--- config.mk ---
export PLATFORM = sky130hd
export DESIGN_NAME = tpr_regfile
export DESIGN_NICKNAME = d
export VERILOG_FILES = /design/src/rtl/tpr_pkg.sv /design/src/rtl/tpr_wr_classify.sv /design/src/rtl/tpr_pred_bank.sv /design/src/rtl/tpr_gpr_bank.sv /design/src/rtl/tpr_read_port.sv /design/src/rtl/tpr_regfile.sv
export SDC_FILE = /design/constraint.sdc
export NUM_CORES = 1
export LEC_CHECK = 0
export BUFFER_PORTS_ARGS = -buffer_cell sky130_fd_sc_hd__buf_4
export CORE_AREA = 2 2 230 232
export CTS_CLUSTER_SIZE = 16
export DETAILED_ROUTE_END_ITERATION = 6
export DIE_AREA = 0 0 232 234
export GPL_ROUTABILITY_DRIVEN = 0
export GPL_TIMING_DRIVEN = 0
export PLACE_DENSITY = 0.77
export SYNTH_ARGS = -nofsm -noshare
export SYNTH_HDL_FRONTEND = slang
export SYNTH_SLANG_ARGS = --single-unit
--- constraint.sdc ---
create_clock -name clk -period 3.44 [get_ports clk]
set_input_delay 0.172 -clock clk [delete_from_list [all_inputs] [get_ports clk]]
set_output_delay 0.172 -clock clk [all_outputs]
set_load 0.01 [all_outputs]
--- src/rtl/tpr_pkg.sv ---
package tpr_pkg;
    localparam int unsigned GPR_COUNT  = 8;
    localparam int unsigned WORD_W     = 32;
    localparam int unsigned PRED_COUNT = 2;

    // Per-write action chosen from request, predicate value and predicate label
    typedef enum logic [1:0] {
        WR_SKIP         = 2'd0,
        WR_COMMIT       = 2'd1,
        WR_TAINT_COMMIT = 2'd2,
        WR_TAINT_HOLD   = 2'd3
    } wr_action_e;
endpackage

--- src/rtl/tpr_wr_classify.sv ---
module tpr_wr_classify
    import tpr_pkg::*;
(
    input  logic       req_i,
    input  logic       pval_i,
    input  logic       plbl_i,
    output wr_action_e act_o
);
    always_comb begin
        act_o = WR_SKIP;
        unique case ({req_i, plbl_i, pval_i})
            3'b100:  act_o = WR_SKIP;
            3'b101:  act_o = WR_COMMIT;
            3'b110:  act_o = WR_TAINT_HOLD;
            3'b111:  act_o = WR_TAINT_COMMIT;
            default: act_o = WR_SKIP;
        endcase
    end
endmodule

--- src/rtl/tpr_pred_bank.sv ---
module tpr_pred_bank #(
    parameter int unsigned P  = 2,
    parameter int unsigned PW = (P > 1) ? $clog2(P) : 1
) (
    input  logic          clk,
    input  logic          rst,
    input  logic          pw_req_i,
    input  logic [PW-1:0] pw_idx_i,
    input  logic          pw_val_i,
    input  logic          pw_lbl_i,
    input  logic [PW-1:0] psel_i,
    output logic [P-1:0]  val_o,
    output logic [P-1:0]  lbl_o,
    output logic          sel_val_o,
    output logic          sel_lbl_o
);
    logic [P-1:0] val_q;
    logic [P-1:0] lbl_q;

    for (genvar g = 0; g < P; g++) begin : g_pred
        logic hit;
        assign hit = pw_req_i && (pw_idx_i == PW'(g));

        always_ff @(posedge clk) begin
            if (rst) begin
                val_q[g] <= 1'b0;
                lbl_q[g] <= 1'b0;
            end else if (hit) begin
                val_q[g] <= pw_val_i;
                lbl_q[g] <= pw_lbl_i;
            end
        end

        // a predicate write lands with its label
        p_pred_write_r7: assert property (@(posedge clk) disable iff (rst)
            (pw_req_i && pw_idx_i == PW'(g)) |=>
                (val_o[g] == $past(pw_val_i) && lbl_o[g] == $past(pw_lbl_i)));
        // other predicates hold
        p_pred_hold_r7: assert property (@(posedge clk) disable iff (rst)
            !(pw_req_i && pw_idx_i == PW'(g)) |=>
                ($stable(val_o[g]) && $stable(lbl_o[g])));
    end

    assign val_o     = val_q;
    assign lbl_o     = lbl_q;
    assign sel_val_o = val_q[psel_i];
    assign sel_lbl_o = lbl_q[psel_i];
endmodule

--- src/rtl/tpr_gpr_bank.sv ---
module tpr_gpr_bank
    import tpr_pkg::*;
#(
    parameter int unsigned N  = 8,
    parameter int unsigned W  = 32,
    parameter int unsigned IW = (N > 1) ? $clog2(N) : 1
) (
    input  logic              clk,
    input  logic              rst,
    input  wr_action_e        act_i,
    input  logic [IW-1:0]     idx_i,
    input  logic [W-1:0]      data_i,
    input  logic [W-1:0]      lbl_i,
    output logic [N-1:0][W-1:0] data_o,
    output logic [N-1:0][W-1:0] lbl_o
);
    for (genvar g = 0; g < N; g++) begin : g_reg
        logic         sel;
        logic [W-1:0] d_q;
        logic [W-1:0] l_q;

        assign sel = (idx_i == IW'(g));

        always_ff @(posedge clk) begin
            if (rst) begin
                d_q <= '0;
                l_q <= '0;
            end else if (sel) begin
                unique case (act_i)
                    WR_SKIP: ;
                    WR_COMMIT: begin
                        d_q <= data_i;
                        l_q <= lbl_i;
                    end
                    WR_TAINT_COMMIT: begin
                        d_q <= data_i;
                        l_q <= '1;
                    end
                    WR_TAINT_HOLD: begin
                        l_q <= '1;
                    end
                    default: ;
                endcase
            end
        end

        assign data_o[g] = d_q;
        assign lbl_o[g]  = l_q;
    end
endmodule

--- src/rtl/tpr_read_port.sv ---
module tpr_read_port #(
    parameter int unsigned N  = 8,
    parameter int unsigned W  = 32,
    parameter int unsigned IW = (N > 1) ? $clog2(N) : 1
) (
    input  logic [N-1:0][W-1:0] data_i,
    input  logic [N-1:0][W-1:0] lbl_i,
    input  logic [IW-1:0]       idx_i,
    output logic [W-1:0]        data_o,
    output logic [W-1:0]        lbl_o
);
    // Value and label leave through the same select so they stay paired
    assign data_o = data_i[idx_i];
    assign lbl_o  = lbl_i[idx_i];
endmodule

--- src/rtl/tpr_regfile.sv ---
module tpr_regfile
    import tpr_pkg::*;
#(
    parameter int unsigned NUM_GPR  = GPR_COUNT,
    parameter int unsigned DATA_W   = WORD_W,
    parameter int unsigned NUM_PRED = PRED_COUNT,
    localparam int unsigned IDX_W   = (NUM_GPR > 1) ? $clog2(NUM_GPR) : 1,
    localparam int unsigned PSEL_W  = (NUM_PRED > 1) ? $clog2(NUM_PRED) : 1
) (
    input  logic              clk,
    input  logic              rst,
    input  logic              wr_req,
    input  logic [IDX_W-1:0]  wr_idx,
    input  logic [PSEL_W-1:0] wr_psel,
    input  logic [DATA_W-1:0] wr_data,
    input  logic [DATA_W-1:0] wr_label,
    input  logic              pw_req,
    input  logic [PSEL_W-1:0] pw_idx,
    input  logic              pw_val,
    input  logic              pw_label,
    input  logic [IDX_W-1:0]  ra_idx,
    output logic [DATA_W-1:0] ra_data,
    output logic [DATA_W-1:0] ra_label,
    input  logic [IDX_W-1:0]  rb_idx,
    output logic [DATA_W-1:0] rb_data,
    output logic [DATA_W-1:0] rb_label,
    output logic [NUM_PRED-1:0] pred_val,
    output logic [NUM_PRED-1:0] pred_label
);
    logic       sel_val;
    logic       sel_lbl;
    wr_action_e act;
    logic [NUM_GPR-1:0][DATA_W-1:0] gpr_d;
    logic [NUM_GPR-1:0][DATA_W-1:0] gpr_l;

    tpr_pred_bank #(.P(NUM_PRED), .PW(PSEL_W)) u_pred (
        .clk(clk), .rst(rst),
        .pw_req_i(pw_req), .pw_idx_i(pw_idx), .pw_val_i(pw_val), .pw_lbl_i(pw_label),
        .psel_i(wr_psel),
        .val_o(pred_val), .lbl_o(pred_label),
        .sel_val_o(sel_val), .sel_lbl_o(sel_lbl)
    );

    tpr_wr_classify u_cls (
        .req_i(wr_req), .pval_i(sel_val), .plbl_i(sel_lbl), .act_o(act)
    );

    tpr_gpr_bank #(.N(NUM_GPR), .W(DATA_W), .IW(IDX_W)) u_gpr (
        .clk(clk), .rst(rst),
        .act_i(act), .idx_i(wr_idx), .data_i(wr_data), .lbl_i(wr_label),
        .data_o(gpr_d), .lbl_o(gpr_l)
    );

    tpr_read_port #(.N(NUM_GPR), .W(DATA_W), .IW(IDX_W)) u_rd_a (
        .data_i(gpr_d), .lbl_i(gpr_l), .idx_i(ra_idx), .data_o(ra_data), .lbl_o(ra_label)
    );

    tpr_read_port #(.N(NUM_GPR), .W(DATA_W), .IW(IDX_W)) u_rd_b (
        .data_i(gpr_d), .lbl_i(gpr_l), .idx_i(rb_idx), .data_o(rb_data), .lbl_o(rb_label)
    );

    // Checks relating write ports and held predicate state to register state
    for (genvar g = 0; g < NUM_GPR; g++) begin : g_chk
        p_commit_r2: assert property (@(posedge clk) disable iff (rst)
            (wr_req && wr_idx == IDX_W'(g) && !pred_label[wr_psel] && pred_val[wr_psel]) |=>
                (gpr_d[g] == $past(wr_data) && gpr_l[g] == $past(wr_label)));
        p_trusted_zero_hold_r3: assert property (@(posedge clk) disable iff (rst)
            (wr_req && wr_idx == IDX_W'(g) && !pred_label[wr_psel] && !pred_val[wr_psel]) |=>
                ($stable(gpr_d[g]) && $stable(gpr_l[g])));
        p_taint_commit_r4: assert property (@(posedge clk) disable iff (rst)
            (wr_req && wr_idx == IDX_W'(g) && pred_label[wr_psel] && pred_val[wr_psel]) |=>
                (gpr_d[g] == $past(wr_data) && (&gpr_l[g])));
        p_taint_hold_r5: assert property (@(posedge clk) disable iff (rst)
            (wr_req && wr_idx == IDX_W'(g) && pred_label[wr_psel] && !pred_val[wr_psel]) |=>
                ($stable(gpr_d[g]) && (&gpr_l[g])));
        p_untouched_r6: assert property (@(posedge clk) disable iff (rst)
            !(wr_req && wr_idx == IDX_W'(g)) |=>
                ($stable(gpr_d[g]) && $stable(gpr_l[g])));
    end
endmodule

After elaboration in Yosys (flattened, before gate mapping)
Index checks and enable logic that the tools add are counted.
- output and inout port bits: 132
- input bits: 81
- register bits: 516
- reduce and logical (&&, ||, !) cells: 22
- bitwise gates (word level): 1
- multiplexer cells: 14
- magnitude comparators: 3
- eq/ne operators: 13
- operator list (kind ; count):
    binary-select mux 32 bit (select 3 bit) ; 4
    two-way mux 32 bit ; 4
    one-hot mux 32 bit (2 select lines) ; 1
    AND reduction 2 bit ; 16
    == test 3 bit, second input constant ; 7
    < comparator 3 x 4 -> 1 bit, second input constant ; 2
    == test 3 x 2 -> 1 bit, second input constant ; 2
    one-hot mux 2 bit (3 select lines) ; 1
    == test 2 bit, second input constant ; 2
    two-way mux 1 bit ; 4
    OR reduction 2 bit ; 2
    == test 3 x 1 -> 1 bit, second input constant ; 1
    zero test 3 bit ; 1
    == test 2 x 1 -> 1 bit, second input constant ; 1
    logical AND 1 bit ; 2
    < comparator 1 x 2 -> 1 bit, second input constant ; 1
    nonzero test 2 bit ; 1
    NOT 1 bit ; 1

Depth between registers and ports, before layout
Gate-level depths: netlist of the first run.
- depth in word-level cells: 8
- gate-level depth with buffers: 10
- depth with buffers taken out: 7

Cells and area by module
A second synthesis of the first run with hierarchy kept.
- cell total of the unflattened synthesis: 2544
- area total of the unflattened synthesis: 25904.8 um^2
- modules (own cells, without submodules) (module ; seq. area each (um^2) ; area an instance (um^2) ; cells an instance ; times used):
    tpr_gpr_bank ; 10249.8 ; 18017.3 ; 2069 ; 1
    tpr_read_port ; 0.0 ; 3832.4 ; 227 ; 2
    tpr_pred_bank ; 80.1 ; 200.2 ; 18 ; 1
    tpr_wr_classify ; 0.0 ; 22.5 ; 3 ; 1

Least setup slack after synthesis of the first run
Ideal clock, no wire load.
- kind: flip-flop to flip-flop
- from: register u_pred.lbl_q[1] (netlist: u_pred.lbl_o[1])
- to: register u_gpr.g_reg[0].d_q[20]
- library setup time: 0.132 ns
- setup slack: 1.088 ns
- arrival time: 2.220 ns
- data required time: 3.308 ns
- cell stages (with the launch flop): 10
- cell sequence: dfxtp_1 -> mux2_2 -> buf_2 -> nand2_1 -> ha_1 -> or4b_2 -> clkbuf_1 -> buf_2 -> nand2_1 -> a21oi_1
- word-level cells in the longest chain between the ends: 7
- elaborated cells on any way between the ends: 10
- classes of those cells: 5 x eq/ne; 3 x mux; 2 x reduce/logical
- RTL lines (item ; line ; source):
    start: declaration ; tpr_pred_bank.sv:18 ; logic [P-1:0] lbl_q;
    start signal: indexed assignment ; tpr_pred_bank.sv:30 ; lbl_q[g] <= pw_lbl_i;
    two-way mux 1 bit (not written as such) * (2 in series) ; tpr_pred_bank.sv:47 ; assign sel_lbl_o = lbl_q[psel_i];
    == test 3 bit ; tpr_wr_classify.sv:11 ; unique case ({req_i, plbl_i, pval_i})
    one-hot mux 2 bit (3 select lines) * ; tpr_wr_classify.sv:11 ;
    == test 2 x 1 -> 1 bit / == test 2 bit (equally long branches) ; tpr_gpr_bank.sv:29 ; unique case (act_i)
    OR reduction 2 bit (no source line) * ; - ;
    AND reduction 2 bit (no source line) * ; - ;
    end signal: assignment ; tpr_gpr_bank.sv:32 ; d_q <= data_i;
    end signal: assignment ; tpr_gpr_bank.sv:36 ; d_q <= data_i;
    end: declaration ; tpr_gpr_bank.sv:19 ; logic [W-1:0] d_q;
Every way passes the cells marked *; elsewhere a longest branch is shown, timed or not. The select of a mux whose other input is x is not followed.
A chain may end at the register's enable or synchronous reset.

Worst setup path in the final report of the first run
- from: register u_pred.lbl_q[0] (netlist: u_pred.lbl_o[0])
- to: register u_gpr.g_reg[3].d_q[27]
- word-level cells in the longest chain between the ends: 7
- elaborated cells on any way between the ends: 10
- classes of those cells: 5 x eq/ne; 3 x mux; 2 x reduce/logical
- RTL lines (item ; line):
    two-way mux 1 bit (not written as such) * (2 in series) ; tpr_pred_bank.sv:47
    == test 3 bit ; tpr_wr_classify.sv:11
    one-hot mux 2 bit (3 select lines) * ; tpr_wr_classify.sv:11
    == test 2 x 1 -> 1 bit / == test 2 bit (equally long branches) ; tpr_gpr_bank.sv:29
    OR reduction 2 bit (no source line) * ; -
    AND reduction 2 bit (no source line) * ; -
    end signal: assignment ; tpr_gpr_bank.sv:32
    end signal: assignment ; tpr_gpr_bank.sv:36
    end: declaration ; tpr_gpr_bank.sv:19
Marked as above.

==> reports/metrics.cfg, run 1 <==
[synth]
synth.avg_cell_area_sq_um=10.1
ys_ff_latch=516
synth_edf_count=0
async_flop_share_pct=0
synthCells=2542
yosys_warnings=0
synth_seq_area_share_pct=40.3
synth-main-ff-cell=dfxtp_1
synth_nets=2624
yosysUniqueCellTypes=31
synth_area_sq_um=25600

[place]
dp_slack_ns=0.119
dp_hpwl_um=61800
dpl.cell_count=3402
port-buffer-count=172

[worst_setup_path]
worstRegToRegCells=9
critPathRequiredTime_ns=3.97
cp.arrival_ns=4.00
worst-path-stages=9
worstSetupPathType=reg2reg
crit_fanout=10
slowest_delay_ns=0.63
reg2reg_from=u_pred.lbl_o[0]
cp-end-kind=register
cpMaxStageDelayCell=clkbuf_1
critPathLaunchType=register
path_buf_inv=3
crit_chain=mux2_2, buf_2, nand2_1, ha_1, and4b_1, clkbuf_1, clkbuf_1, nand2_1, a21oi_1
critical-path-top-delay-family=buffers and inverters
cp-startpoint=u_pred.lbl_o[0]

[route]
wl_per_cell_um=25.5
drt_wl_total_um=90500
drtPass1Iterations=6
vias=23200
drt_iter0_drc=3156
via_per_inst=6.52
post-route-drc-count=0
ant_nets=0

[pwr]
leakage_nw=10.4
p_total_w=0.0138
vdd_drop_max_mv=0.405
powerDensity_nw_per_um2=459

[clocking]
clk_pin_slew_worst_paths_ns=0.06
post_cts.repair.setup_buffers=0
cts_tree=yes
cts_buffers=54
cts-root-buf=clkbuf_16
cts_sinks=516
clockBufferDepth=3
clk_latency_ns=0.63
htreeDepth=2

[layout]
area_growth_pct=17.5
nets=2897
multi_input_area_sq_um=14000
stdcell_count=3552
drive_above_1_share_pct=29.4
seqCellArea_sq_um=10300
fill_cells=4241

[min_path]
hold_start=wr_label[28]
hold_path_depth=3
hold_path_class=in2reg

[sta]
tightestPinTransition_ns=1.22
fmax_ghz=0.289
skew_ns=0.0341
hold_viol_final=0
setup_viol=1
rsz0062_at_grt=false
hold_ws_ns=0.0121
post-route-period-util_pct=101
min_period_ns=3.46
drv_slew=0
worst_slack_ns=-0.0208
slew_headroom_pct=18.6

[global_routing]
grt_overflow_total=0
grt_pass1_wl_um=134000
grt_pass1_vias=23000
grt_max_degree=15
antenna_found_initial=8
grt_usage_pct=32.6

[run]
drv_cap=0

[status]
outcome=complete, but fails checks
violations=negative setup slack

[floorplan]
start_util_pct=49.3
die_area_sq_um=54300
fp.coreArea_sq_um=52000
placementRows=84
io_pins=213
dieHeight_um=234
die_x_um=232

## cells by family after synthesis
group                      count (synthesis)  share of synthesized area, %
muxes                                    387                          28.2
DFF                                      516                          40.3
xor gates and xnor gates                   2                        0.0683
AOI/OAI and AO/OA                        547                          13.7
adders and majority gates                  1                        0.0488
and+or+nand+nor                          802                          12.4
buffers and inverters                    287                          5.21
## timing repair
item / CTS / global route
hold endpoints to repair: 266 / 0
hold buffers: 45 / 0
endpoints found under the setup margin: 0 / 214
gates resized for setup: 0 / 4
## sequential cells by signal, indices dropped and copies added, names as in the netlist
| register | flops |
|---|---|
| u_gpr.g.d_q | 256 |
| u_gpr.g.l_q | 256 |
| u_pred.lbl_o | 2 |
| u_pred.val_o | 2 |
## cells in the mapped netlist, drive strengths merged (2+ instances only)
library cell  count  share of area (%)
and4bb            3               0.15
nand4b            3               0.10
nor4bb            3               0.12
a211oi          256                8.0
nand3             2              0.039
a21oi           290                5.7
buf             164                3.4
nor2            258                3.8
nor4b             4               0.16
clkbuf          123                1.8
nand2           517                7.6
nand4bb           3               0.13
mux2            129                5.7
mux4            256                 22
and4b             4               0.16
mux2i             2              0.078
dfxtp           516                 40
## per-layer routing
metal	GRT usage, %	up-vias	share of wire (%)
li1	-	9768	-
met1	38.7	11200	34
met2	52.8	1803	47
met3	9.76	412	13
met4	18.3	4	5.9
met5	0	-	0.031
## final cells by class
class,instances,area share (%)
multi-input cells,1739,46.4
flip-flops and latches,516,34.3
repair buffers,217,5.78
clock buffers,82,5.37
plain buffers,287,4.44
well taps,688,2.86
clock inverters,19,0.860
diodes,4,0.0332
## power breakdown
group / internal (W) / leakage [nW] / total (W) / switching, W
clock: 0.00362 / 0.922 / 0.00620 / 0.00257
combinational: 0.000543 / 5.36 / 0.00143 / 0.000889
sequential: 0.00609 / 4.17 / 0.00618 / 0.0000904
## path summary, 6_finish.rpt
| kind | slack, ns | end |
|---|---|---|
| setup reg to reg | -0.02 | u_gpr.g_reg[3].d_q[27] |
| setup / recovery | -0.02 | u_gpr.g_reg[3].d_q[27] |
| hold / removal | 0.01 | u_gpr.g_reg[0].l_q[28] |
| hold reg to reg | 0.47 | u_gpr.g_reg[1].d_q[12] |
## cell usage in the layout (no fill, tap or decap), types with 2 or more instances in the layout
cell	Yosys	routed
clkinvlp_4	0	2
mux2_2	129	129
nor4b_1	3	3
clkbuf_8	0	16
clkbuf_16	0	54
dfxtp_2	0	2
nand4bb_1	3	3
diode_2	0	4
nand4b_1	3	3
buf_2	140	140
bufinv_16	0	5
a211oi_2	28	28
buf_6	3	3
clkbuf_1	123	134
a211oi_1	228	228
buf_4	16	188
nand3_1	2	2
clkinv_2	0	8
a21oi_1	290	290
buf_1	5	5
clkinv_4	0	2
mux2i_1	2	2
nor4bb_1	3	3
nor2_1	258	258
nand2_1	517	517
and4bb_2	3	3
mux4_2	256	256
dfxtp_1	516	514
dlygate4sd3_1	0	45
and4b_1	4	4
## worst reg2reg max path: stages, from the launching register on
cell	delay [ns]
dfxtp_2	0.51
mux2_2	0.29
buf_2	0.39
nand2_1	0.12
ha_1	0.47
and4b_1	0.23
clkbuf_1	0.41
clkbuf_1	0.63
nand2_1	0.15
a21oi_1	0.17
## metrics by stage
step / TNS [ns] / cell area [sq um] / utilization (%)
finish: -0.0208 / 30100 / 57.9
global route: 0 / 30100 / 57.9
CTS: 0 / 30100 / 57.9
detailed placement: 0 / 27800 / 53.4
global placement: 0 / 27800 / 53.4
floorplan: 0 / 25600 / -
Note: power is estimated with default switching activity, not from simulation.
==> run 2, diff against run 1 <==
CELL_PAD_IN_SITES_DETAIL_PLACEMENT = 1   (was default)
CELL_PAD_IN_SITES_GLOBAL_PLACEMENT = 1   (was default)
PLACE_DENSITY = 0.92   (was 0.77)
==> run 2 against run 1 <==
The run ends with negative hold slack, negative setup slack left. Routed wire length increased by 31%. Worst setup slack got worse by 0.29 ns. Non-clock buffer count decreased by 6. Sequential power about the same. Hold slack got worse by 0.019 ns. Cell area increased by 0.33%. Final cell count about the same. Largest power group unchanged. Via count increased by 11%. Critical path type unchanged. Largest cell class unchanged.
==> reports/metrics.cfg, run 2 (synthesized netlist as in run 1, its figures left out) <==
[status]
outcome=complete, but fails checks
violations=negative hold slack, negative setup slack

[worst_setup_path]
cp-end-kind=register
crit_chain=mux2_2, clkbuf_4, nand2_1, ha_1, buf_2, nor4bb_1, clkbuf_1, buf_2, nand2_1, a21oi_1
crit_fanout=10
worstSetupPathType=reg2reg
path_buf_inv=4
slowest_delay_ns=0.47
critPathRequiredTime_ns=3.96
cpMaxStageDelayCell=dfxtp_2
cp.arrival_ns=4.27
critPathLaunchType=register
critical-path-top-delay-family=buffers and inverters

[sta]
hold_ws_ns=-0.00719
finalSetupTns_ns=-0.649
slew_headroom_pct=19.2
hold_viol_final=2
post-route-period-util_pct=109
skew_ns=0.0200
fmax_ghz=0.267
min_period_ns=3.75
drv_slew=0
worst_slack_ns=-0.310
tightestPinTransition_ns=1.21
setup_viol=10

[global_routing]
grt_usage_pct=42.6
grt_max_degree=15
grt_pass1_vias=27300
grt_overflow_total=0
antenna_found_initial=12
grt_pass1_wl_um=172000

[layout]
top_regs=u_gpr.g.d_q (256), u_gpr.g.l_q (256)
final_util_pct=58.1
mostFrequentLayoutCells=517 x nand2_1, 514 x dfxtp_1, 289 x a21oi_1
area_growth_pct=17.9
final_area_sq_um=30200
final_common_cell=nand2_1
nets=2894
drive_above_1_share_pct=29.7

[floorplan]
placementRows=84
io_pins=213
fp.coreArea_sq_um=52000
die_area_sq_um=54300
die_x_um=232
start_util_pct=49.3
dieHeight_um=234

[min_path]
hold_path_class=in2reg

[place]
dp_slack_ns=0.0513
dp_hpwl_um=71000
place_area_sq_um=27800
port-buffer-count=172

[clocking]
cts-root-buf=clkbuf_16
cts_tree=yes
post_cts.repair.setup_buffers=0
clk_latency_ns=0.67
htreeDepth=2
clk_pin_slew_worst_paths_ns=0.07
cts_sinks=516
clockBufferDepth=3
cts_buffers=57

[route]
wl_per_cell_um=33.3
wl_met2_um=55000
drt_wl_total_um=118000
vias=25700
drtPass1Iterations=6
via_per_inst=7.24
route.met3.wl_um=14600
met1_length_um=38200
top_layer=met5
post-route-drc-count=0
ant_nets=0
drt_iter0_drc=3681

[run]
drv_cap=0

[pwr]
powerDensity_nw_per_um2=485
leakage_nw=10.5
vdd_drop_max_mv=0.487
p_total_w=0.0147

-- run 2: cell type report --
class	instances	area [sq um]
buffer	287	1340
sequential	516	10300
timing repair buffer	211	1680
clock buffer	78	1620
antenna	9	22.5
clock inverter	26	394
tap	688	861
fill	5641	21800
multi-input combinational	1739	14000
-- run 2: per-layer routing --
metal	up-vias	GRT usage [%]
met2	2439	69.0
met1	12600	46.1
met5	-	0
met4	12	32.4
li1	9790	-
met3	872	14.7
-- run 2: path summary, 6_finish.rpt --
check | slack, ns | endpoint | from | cells after the start
min | -0.007 | u_gpr.g_reg[0].l_q[26] | wr_label[26] | 3
min reg2reg | 0.47 | u_gpr.g_reg[3].d_q[14] | u_gpr.g_reg[3].d_q[14] | 2
max | -0.31 | u_gpr.g_reg[4].d_q[24] | u_pred.lbl_o[1] | 10
max reg2reg | -0.31 | u_gpr.g_reg[4].d_q[24] | u_pred.lbl_o[1] | 10
-- run 2: worst min-delay path, cell delays in order --
cell	delay, ns
buf_4	0.08
a21oi_1	0.13
a211oi_2	0.20
-- run 2: where the power goes --
part | switching, W | internal (W) | total, W
Combinational | 0.00100 | 0.000540 | 0.00154
Clock | 0.00287 | 0.00403 | 0.00690
Sequential | 0.000116 | 0.00609 | 0.00621
-- run 2: repair_timing --
item / 4_1_cts / 5_1_grt
setup endpoints to repair: 0 / 119
hold endpoints to repair: 261 / 0
hold buffers: 39 / 0
gates resized for setup: 0 / 6
-- run 2: through the flow --
| step | hold slack (ns) | cells |
|---|---|---|
| detailed placement | 0.431 | 3402 |
| floorplan | 0.316 | 2542 |
| global route | 0.0157 | 3550 |
| finish | -0.00719 | 3554 |
| global placement | 0.416 | 3402 |
| CTS | 0.00250 | 3545 |
